## config.mk

```make
export PLATFORM = sky130hd
export DESIGN_NAME = irq_src_ctrl
export DESIGN_NICKNAME = d
export VERILOG_FILES = /design/src/rtl/irq_src_pkg.sv /design/src/rtl/irq_num_decode.sv /design/src/rtl/irq_lowest_pick.sv /design/src/rtl/irq_src_cell.sv /design/src/rtl/irq_src_ctrl.sv
export SDC_FILE = /design/constraint.sdc
export NUM_CORES = 1
export LEC_CHECK = 0
export CORE_UTILIZATION = 35
export DETAILED_ROUTE_END_ITERATION = 10
export DONT_BUFFER_PORTS = 1
export MAX_ROUTING_LAYER = met4
export PLACE_DENSITY = 0.49
export SYNTH_ARGS = -nofsm -noshare
export SYNTH_HDL_FRONTEND = slang
export SYNTH_SLANG_ARGS = --single-unit
```

## constraint.sdc

```tcl
create_clock -name clk -period 2.5 [get_ports clk]
set_clock_uncertainty 0.05 [all_clocks]
set_input_delay 0.25 -clock clk [delete_from_list [all_inputs] [get_ports clk]]
set_output_delay 0.25 -clock clk [all_outputs]
set_load 0.01 [all_outputs]
```

## src/rtl/irq_src_pkg.sv

```systemverilog
package irq_src_pkg;
   typedef enum logic [1:0] {
      CMD_NOP    = 2'b00,
      CMD_REJECT = 2'b01,
      CMD_EOI    = 2'b10,
      CMD_RESEND = 2'b11
   } cmd_e;
endpackage

```

## src/rtl/irq_num_decode.sv

```systemverilog
module irq_num_decode #(
   parameter int NUM_SRC  = 8,
   parameter int NUM_BASE = 16,
   parameter int NUM_W    = 8
) (
   input  logic             en,
   input  logic [NUM_W-1:0] num,
   output logic [NUM_SRC-1:0] hit
);
   for (genvar i = 0; i < NUM_SRC; i++) begin : g_hit
      assign hit[i] = en && (num == NUM_W'(NUM_BASE + i));
   end
endmodule

```

## src/rtl/irq_lowest_pick.sv

```systemverilog
module irq_lowest_pick #(
   parameter int NUM_SRC = 8,
   localparam int IDX_W  = $clog2(NUM_SRC > 1 ? NUM_SRC : 2)
) (
   input  logic [NUM_SRC-1:0] req,
   output logic               any,
   output logic [IDX_W-1:0]   idx
);
   always_comb begin
      idx = '0;
      for (int i = NUM_SRC - 1; i >= 0; i--) begin
         if (req[i]) idx = IDX_W'(i);
      end
   end
   assign any = |req;
endmodule

```

## src/rtl/irq_src_cell.sv

```systemverilog
module irq_src_cell #(
   parameter int SRV_W    = 4,
   parameter int PRIO_W   = 8,
   parameter bit IS_LEVEL = 1'b0
) (
   input  logic              clk,
   input  logic              rst_n,
   input  logic              in_lvl,
   input  logic              cfg_hit,
   input  logic [SRV_W-1:0]  cfg_server,
   input  logic [PRIO_W-1:0] cfg_prio,
   input  logic              rej_hit,
   input  logic              eoi_hit,
   input  logic              resend,
   input  logic              grant,
   output logic              req,
   output logic [SRV_W-1:0]  server,
   output logic [PRIO_W-1:0] prio
);
   localparam logic [PRIO_W-1:0] MASKED = '1;

   logic asr, sent, rej, mpend;
   logic n_asr, n_sent, n_rej, n_mpend, n_req, n_open;
   logic [SRV_W-1:0]  n_server;
   logic [PRIO_W-1:0] n_prio;

   always_comb begin
      n_server = server;
      n_prio   = prio;
      n_rej    = rej;
      n_mpend  = mpend;
      n_sent   = sent;
      n_req    = req & ~grant;
      n_asr    = in_lvl;
      if (cfg_hit) begin
         n_server = cfg_server;
         n_prio   = cfg_prio;
      end
      if (rej_hit) begin
         n_rej  = 1'b1;
         n_sent = 1'b0;
      end
      if (eoi_hit && IS_LEVEL) n_sent = 1'b0;
      n_open = (n_prio != MASKED);
      if (IS_LEVEL) begin
         if (cfg_hit && !n_open && n_req) begin
            n_req  = 1'b0;
            n_sent = 1'b0;
         end
         if ((cfg_hit || resend || (in_lvl != asr)) && n_open && n_asr && !n_sent) begin
            n_sent = 1'b1;
            n_req  = 1'b1;
         end
      end else begin
         if (cfg_hit && !n_open && n_req) begin
            n_req   = 1'b0;
            n_mpend = 1'b1;
         end
         if (cfg_hit && n_open && n_mpend) begin
            n_mpend = 1'b0;
            n_req   = 1'b1;
         end
         if (resend && n_rej) begin
            n_rej = 1'b0;
            if (n_open) n_req = 1'b1;
         end
         if (in_lvl && !asr) begin
            if (n_open) n_req = 1'b1;
            else        n_mpend = 1'b1;
         end
      end
   end

   always_ff @(posedge clk) begin
      if (!rst_n) begin
         server <= '0;
         prio   <= MASKED;
         asr    <= 1'b0;
         sent   <= 1'b0;
         rej    <= 1'b0;
         mpend  <= 1'b0;
         req    <= 1'b0;
      end else begin
         server <= n_server;
         prio   <= n_prio;
         asr    <= n_asr;
         sent   <= n_sent;
         rej    <= n_rej;
         mpend  <= n_mpend;
         req    <= n_req;
      end
   end
endmodule

```

## src/rtl/irq_src_ctrl.sv

```systemverilog
module irq_src_ctrl #(
   parameter int                 NUM_SRC   = 8,
   parameter int                 NUM_BASE  = 16,
   parameter int                 NUM_W     = 8,
   parameter int                 SRV_W     = 4,
   parameter int                 PRIO_W    = 8,
   parameter logic [NUM_SRC-1:0] LEVEL_SRC = 8'hF0
) (
   input  logic               clk,
   input  logic               rst_n,
   input  logic [NUM_SRC-1:0] src_in,
   input  logic               cfg_we,
   input  logic [NUM_W-1:0]   cfg_num,
   input  logic [SRV_W-1:0]   cfg_server,
   input  logic [PRIO_W-1:0]  cfg_prio,
   input  logic               cmd_valid,
   input  logic [1:0]         cmd_op,
   input  logic [NUM_W-1:0]   cmd_num,
   output logic               pres_valid,
   input  logic               pres_ready,
   output logic [SRV_W-1:0]   pres_server,
   output logic [NUM_W-1:0]   pres_num,
   output logic [PRIO_W-1:0]  pres_prio
);
   import irq_src_pkg::*;

   localparam int IDX_W = $clog2(NUM_SRC > 1 ? NUM_SRC : 2);

   initial begin
      assert (NUM_SRC >= 1) else $fatal(1, "NUM_SRC must be at least 1");
      assert (NUM_BASE + NUM_SRC <= (1 << NUM_W)) else $fatal(1, "numbers exceed NUM_W");
      assert (PRIO_W >= 2 && SRV_W >= 1) else $fatal(1, "field widths too small");
   end

   cmd_e cmd;
   assign cmd = cmd_e'(cmd_op);

   logic [NUM_SRC-1:0] cfg_hit, rej_hit, eoi_hit, req_vec, grant_vec;
   logic [SRV_W-1:0]   srv_arr  [NUM_SRC];
   logic [PRIO_W-1:0]  prio_arr [NUM_SRC];
   logic [IDX_W-1:0]   pick_idx;
   logic               resend, take;

   assign resend = cmd_valid && (cmd == CMD_RESEND);

   irq_num_decode #(.NUM_SRC(NUM_SRC), .NUM_BASE(NUM_BASE), .NUM_W(NUM_W)) u_cfg_dec (
      .en(cfg_we), .num(cfg_num), .hit(cfg_hit));
   irq_num_decode #(.NUM_SRC(NUM_SRC), .NUM_BASE(NUM_BASE), .NUM_W(NUM_W)) u_rej_dec (
      .en(cmd_valid && (cmd == CMD_REJECT)), .num(cmd_num), .hit(rej_hit));
   irq_num_decode #(.NUM_SRC(NUM_SRC), .NUM_BASE(NUM_BASE), .NUM_W(NUM_W)) u_eoi_dec (
      .en(cmd_valid && (cmd == CMD_EOI)), .num(cmd_num), .hit(eoi_hit));

   for (genvar i = 0; i < NUM_SRC; i++) begin : g_src
      assign grant_vec[i] = take && (pick_idx == IDX_W'(i));
      irq_src_cell #(.SRV_W(SRV_W), .PRIO_W(PRIO_W), .IS_LEVEL(LEVEL_SRC[i])) u_cell (
         .clk        (clk),
         .rst_n      (rst_n),
         .in_lvl     (src_in[i]),
         .cfg_hit    (cfg_hit[i]),
         .cfg_server (cfg_server),
         .cfg_prio   (cfg_prio),
         .rej_hit    (rej_hit[i]),
         .eoi_hit    (eoi_hit[i]),
         .resend     (resend),
         .grant      (grant_vec[i]),
         .req        (req_vec[i]),
         .server     (srv_arr[i]),
         .prio       (prio_arr[i])
      );
   end

   irq_lowest_pick #(.NUM_SRC(NUM_SRC)) u_pick (
      .req(req_vec), .any(pres_valid), .idx(pick_idx));

   assign take        = pres_valid && pres_ready;
   assign pres_server = srv_arr[pick_idx];
   assign pres_prio   = prio_arr[pick_idx];
   assign pres_num    = NUM_W'(NUM_BASE) + NUM_W'(pick_idx);
endmodule

```

# Word-level counts from Yosys, hierarchy flattened
# Cells that the tools add are included.
# totals
ff_bits	124
latch_bits	0
ram_bits	0
romBits	0
input_bits	43
output_inout_bits	21
word_cells	298
n_memories	0
# classes
n_addsub	1
mul	0
div	0
n_lt_le_gt_ge	1
n_eq_ne	38
n_shift	0
n_mux	90
bitwise	18
n_reduce_logical	106
# op_table
cell	count
== test 8 x 5 -> 1 bit, second input constant	16
two-way mux 8 bit	10
logical AND 1 bit	76
two-way mux 1 bit	68
!= test 8 bit, second input constant	8
binary-select mux 8 bit (select 3 bit)	1
two-way mux 3 bit	8
logical NOT 1 bit	16
binary-select mux 4 bit (select 3 bit)	1
== test 3 bit, second input constant	4
NOT 1 bit	9
bitwise AND 1 bit	8
logical OR 1 bit	8
two-way mux 4 bit	2
OR reduction 2 bit	4
OR reduction 8 bit	1
adder 5 x 3 -> 6 bit, first input constant	1
== test 3 x 2 -> 1 bit, second input constant	2
== test 2 bit, second input constant	2
>= comparator 4 bit, second input constant	1
!= test 1 bit	4
NOT 3 -> 4 bit	1
== test 3 x 1 -> 1 bit, second input constant	1
logical NOT 3 bit	1
== test 2 x 1 -> 1 bit, second input constant	1

# Depth between registers and ports, before layout
# depth
word_depth	20
ltp_mapped	8
mapped_depth_nobuf	7

# Modules after synthesis
# A second synthesis with hierarchy kept.
# unflattened
cells_unflattened	681
area_unflattened_um2	6336.1
# modules_own_cells
module	n_inst	cells_each	area_per_inst_um2	seq_area_each_um2
irq_src_cell at g_src[0].u_cell ...	4	66	655.6	320.3
irq_src_cell at g_src[4].u_cell ...	4	63	606.8	300.3
irq_src_ctrl	1	107	934.6	0.0
irq_num_decode	3	15	90.1	0.0
irq_lowest_pick	1	13	81.3	0.0

# Least setup slack after synthesis
# Ideal clock, no wire load.
# synth_path
path_type	register -> output
from	register g_src[5].u_cell.req
to	output port pres_prio[5]
arrival_ps	1846
required_ps	2200
path_slack_ps	354
path_stages_with_launch	7
path_buffers	1
path_cell_list	dfxtp_1 -> nor2_2 -> a221oi_1 -> o21ai_2 -> buf_4 -> mux2i_1 -> a221oi_1
# synth_between
elab_chain_len	10
# synth_lines
item	line	source
start, declared	irq_src_cell.sv:16	output logic req,
start signal, assigned	irq_src_cell.sv:90	req <= n_req;
two-way mux 3 bit (6 in series)	irq_lowest_pick.sv:12	if (req[i]) idx = IDX_W'(i);
NOT 3 -> 4 bit (implied by the code)	irq_src_ctrl.sv:77	assign pres_prio = prio_arr[pick_idx];
binary-select mux 8 bit (select 3 bit)	irq_src_ctrl.sv:77	
two-way mux 8 bit (implied by the code) (2 in series)	irq_src_ctrl.sv:77	
end, declared	irq_src_ctrl.sv:23	output logic [PRIO_W-1:0] pres_prio
# Every way passes these cells. The select of a mux whose other input is x is not followed.

# Worst setup path after layout
# layout_path
from	register g_src[6].u_cell.req
to	output port pres_server[1]
# layout_between
elab_chain_len	11
# layout_lines
item	line	source
start, declared	irq_src_cell.sv:16	
start signal, assigned	irq_src_cell.sv:90	
two-way mux 3 bit (7 in series)	irq_lowest_pick.sv:12	
NOT 3 -> 4 bit (implied by the code)	irq_src_ctrl.sv:76	assign pres_server = srv_arr[pick_idx];
binary-select mux 4 bit (select 3 bit)	irq_src_ctrl.sv:76	
two-way mux 4 bit (implied by the code) (2 in series)	irq_src_ctrl.sv:76	
end, declared	irq_src_ctrl.sv:21	output logic [SRV_W-1:0] pres_server,
# Every way passes these cells. The select of a mux whose other input is x is not followed.

==> out/qor.txt <==
Yosys warning total -> 0
number of register bits inferred by synthesis -> 124
hpwl dp -> 13.7 mm
Num CTS Buffers -> 17
number of optimization iterations in the first detailed-route pass -> 5
effective utilization at floorplan -> 36.0%
part of the Yosys area used for sequential elements -> 41.6%
final estimated routing congestion in global placement -> 0.872
full die area -> 17600 sq um
worst-case hold path end point -> g_src[2].u_cell.req$_SDFF_PN0_
measured slew at the worst slew-check pin -> 658 ps
failing checks -> setup timing
result of the run -> complete, but fails checks
data arrival at the endpoint of the critical path -> 2410 ps
Post-Synthesis Cells -> 766
final std cell area, no fill -> 7720 sq um
Hold Startpoint -> pres_ready
worst slack on hold paths -> 55.6 ps
class of the worst hold path -> in2reg
distinct cell type count after synthesis -> 54
achievable frequency -> 369 MHz
register clock-pin slew on the reported worst setup and hold paths -> 60 ps
clock tree from TritonCTS -> built
Detailed Route Iter0 Violations -> 434
Worst Setup End Kind -> output pin
Placed Area -> 6340 sq um
Worst Path Required -> 2200 ps
largest fanout on the critical path -> 10
terminus of the critical flop-to-flop path -> g_src[7].u_cell.sent$_SDFF_PN0_
clock sink count -> 124
core area -> 16600 sq um
unrepaired setup endpoints after global routing -> yes
buffer levels on the longest clock path -> 2
leakage power figure -> 3.19 nW
Cells on Worst Hold Path -> 3
Synth-to-Final Area Change -> 29.4%
first-pass GRT wire length -> 31.5 mm
number of nets with antenna violations after detailed routing -> 0
total congestion overflow -> 0
Top-Level Pins -> 64
met2 global-route usage -> 38.5%
utilization after layout -> 46.5%
number of global-route vias before repair -> 5486
Root Buffer -> sky130_fd_sc_hd__clkbuf_16
fillcell total -> 1635
final number of setup-violating endpoints -> 12
power density over cell area -> 582 nW/um^2
type of element launching the critical path -> flip-flop
count of flip-flops with a built-in enable after synthesis -> 0
wire per inst -> 20.1 um
source-to-sink clock delay at the later pin of the worst-skew pair -> 420 ps
share of the cycle needed by the critical path after routing -> 108%
routed wire length -> 20.9 mm
maximum resistive drop on vdd -> 0.526 mV
most common library cell in the layout ignoring fill and taps -> sky130_fd_sc_hd__nand2_1
register-to-register path setup slack -> 480 ps
PnR worst setup slack -> -212 ps
met1 track utilization from global routing -> 30.6%
number of antenna violations at the first check in global routing -> 0
drc violations -> 0
height of the die -> 133 um
via density per instance -> 5.52
post-synthesis cell type with the largest combined area -> sky130_fd_sc_hd__dfxtp_1
WS Path Type -> reg2out
fraction of registers with async set or reset after synthesis -> 0%
Area contributors post-synth -> sky130_fd_sc_hd__dfxtp_1, sky130_fd_sc_hd__nand2_1, sky130_fd_sc_hd__mux2i_1, sky130_fd_sc_hd__nand3_1, sky130_fd_sc_hd__nor2_1
Layout Nets -> 855
share of layout cells above drive strength 1 -> 20.5%
Row Count -> 47
Chip Width -> 133 um
Top FF cell, synth -> sky130_fd_sc_hd__dfxtp_1
GRT Max-Usage Layer -> met2
number of hold violations in the final report -> 0
sum of negative setup slack -> -1410 ps
summed instance area of the synthesized netlist -> 5960 sq um
Max-slew headroom -> 55.5%
Synth top area share -> 41.6%
Overall Global Routing Usage -> 24.8%
number of max-cap violations -> 0
Antenna diodes -> 0
leading cell types in the layout, fill and taps excluded -> sky130_fd_sc_hd__nand2_1, sky130_fd_sc_hd__dfxtp_1, sky130_fd_sc_hd__nor2_1
detailed-route via count -> 5758
global routing met3 resource utilization -> 5.56%
number of cell instances on the worst register-to-register path -> 8
average instance area after synthesis -> 7.79 sq um
number of port buffers -> 0
post-layout min period -> 2710 ps
CTS H-tree lvls -> 4
largest net degree at the start of global routing -> 123
number of max-slew violations in the final report -> 0
start of the worst register-to-register path -> g_src[6].u_cell.req$_SDFF_PN0_
[power by group]
part           leakage, nW  internal, mW  switching, mW  total (mW)
logic                 1.93         0.115          0.164       0.280
clock network        0.251          1.32          0.888        2.21
registers             1.01          1.99        0.00859        2.00
total                 3.19          3.43           1.06        4.49
[Yosys cell counts (3+ instances only)]
library cell               instances
sky130_fd_sc_hd__buf_4             7
sky130_fd_sc_hd__o31a_1            3
sky130_fd_sc_hd__buf_2             8
sky130_fd_sc_hd__o31ai_1           4
sky130_fd_sc_hd__clkbuf_1         42
sky130_fd_sc_hd__a21oi_1          24
sky130_fd_sc_hd__a221o_1           9
sky130_fd_sc_hd__nand3b_1          4
sky130_fd_sc_hd__and2_1            8
sky130_fd_sc_hd__nor2_1           57
sky130_fd_sc_hd__and3_1            4
sky130_fd_sc_hd__mux2i_1          30
sky130_fd_sc_hd__or2_2             3
sky130_fd_sc_hd__mux2_4            7
sky130_fd_sc_hd__nand4_1          21
sky130_fd_sc_hd__a221oi_1         11
sky130_fd_sc_hd__o21ai_0          32
sky130_fd_sc_hd__dfxtp_1         124
sky130_fd_sc_hd__a31oi_1           6
sky130_fd_sc_hd__o22ai_1           4
sky130_fd_sc_hd__nand3_1          60
sky130_fd_sc_hd__nand2b_1          6
sky130_fd_sc_hd__nand2_1         204
sky130_fd_sc_hd__o211ai_1          3
sky130_fd_sc_hd__a21boi_0         21
sky130_fd_sc_hd__nor2b_1          10
sky130_fd_sc_hd__inv_1            11
sky130_fd_sc_hd__a21boi_1          9
[how the worst max path moves through the flow]
stage                          end  slack (ps)                      startpoint
finish              pres_server[1]        -210  g_src[6].u_cell.req$_SDFF_PN0_
global route        pres_server[1]        -330  g_src[6].u_cell.req$_SDFF_PN0_
CTS                 pres_server[1]        -200  g_src[6].u_cell.req$_SDFF_PN0_
detailed placement    pres_prio[2]          60  g_src[5].u_cell.req$_SDFF_PN0_
global placement      pres_prio[2]          80  g_src[5].u_cell.req$_SDFF_PN0_
floorplan             pres_prio[5]         350  g_src[5].u_cell.req$_SDFF_PN0_
[cells by family (layout without fill, tap and decap cells)]
kind of cell / count (synthesis) / after routing / synth area share, %
compound gates: 144 / 144 / 16.8
xor+xnor: 1 / 1 / 0.147
buf+inv: 69 / 123 / 5.08
flops: 124 / 124 / 41.6
mux: 38 / 38 / 6.99
other cells: 2 / 5 / 0.126
simple gates: 388 / 388 / 29.2
[flip-flops by register name, indices dropped and copies added, names as in the netlist]
signal and flops:
g_src.u_cell.prio 64, g_src.u_cell.server 32, g_src.u_cell.asr 8, g_src.u_cell.req 8, g_src.u_cell.mpend 4, g_src.u_cell.rej 4
g_src.u_cell.sent 4
[area by class of cell]
cell class              count  area, sq um  area share (%)
flip-flops and latches    124         2500            32.4
inverters                  11         43.8           0.568
clock buffers              23          478            6.19
multi-input cells         576         3600            46.6
repair buffers             82          783            10.2
clock inverters             7         42.5           0.551
well taps                 220          275            3.57
[timing repair]
action,4_1_cts,5_1_grt
gates resized for setup,26,77
gates cloned,0,2
endpoints found under the hold margin,124,0
pin swaps,3,25
hold buffers,24,0
setup buffers,4,10
endpoints found under the setup margin,12,12
[per-stage QoR]
step | total power [mW] | worst slack, ps | std cells
final | 4.49 | -212 | 1043
after CTS | 4.49 | -204 | 1032
after global placement | 2.19 | 78.7 | 974
after detailed placement | 2.19 | 60.2 | 974
after global routing | 4.64 | -333 | 1043
after floorplan | 2.20 | 354 | 769
[worst max-delay path, cell delays in order, from the launching register on]
cell and delay (ps):
sky130_fd_sc_hd__dfxtp_1 320, sky130_fd_sc_hd__nand2b_4 150, sky130_fd_sc_hd__a221o_1 360, sky130_fd_sc_hd__buf_12 170
sky130_fd_sc_hd__mux2_4 290, sky130_fd_sc_hd__a221o_1 310, sky130_fd_sc_hd__o22ai_1 160, sky130_fd_sc_hd__nor2_1 70
sky130_fd_sc_hd__buf_4 140
[layer usage]
layer	share of wire (%)	up-vias
met2	47	198
met5	0	-
met4	3.5	0
met1	43	2784
met3	6.1	45
li1	-	2731
(Power assumes the default switching activity.)
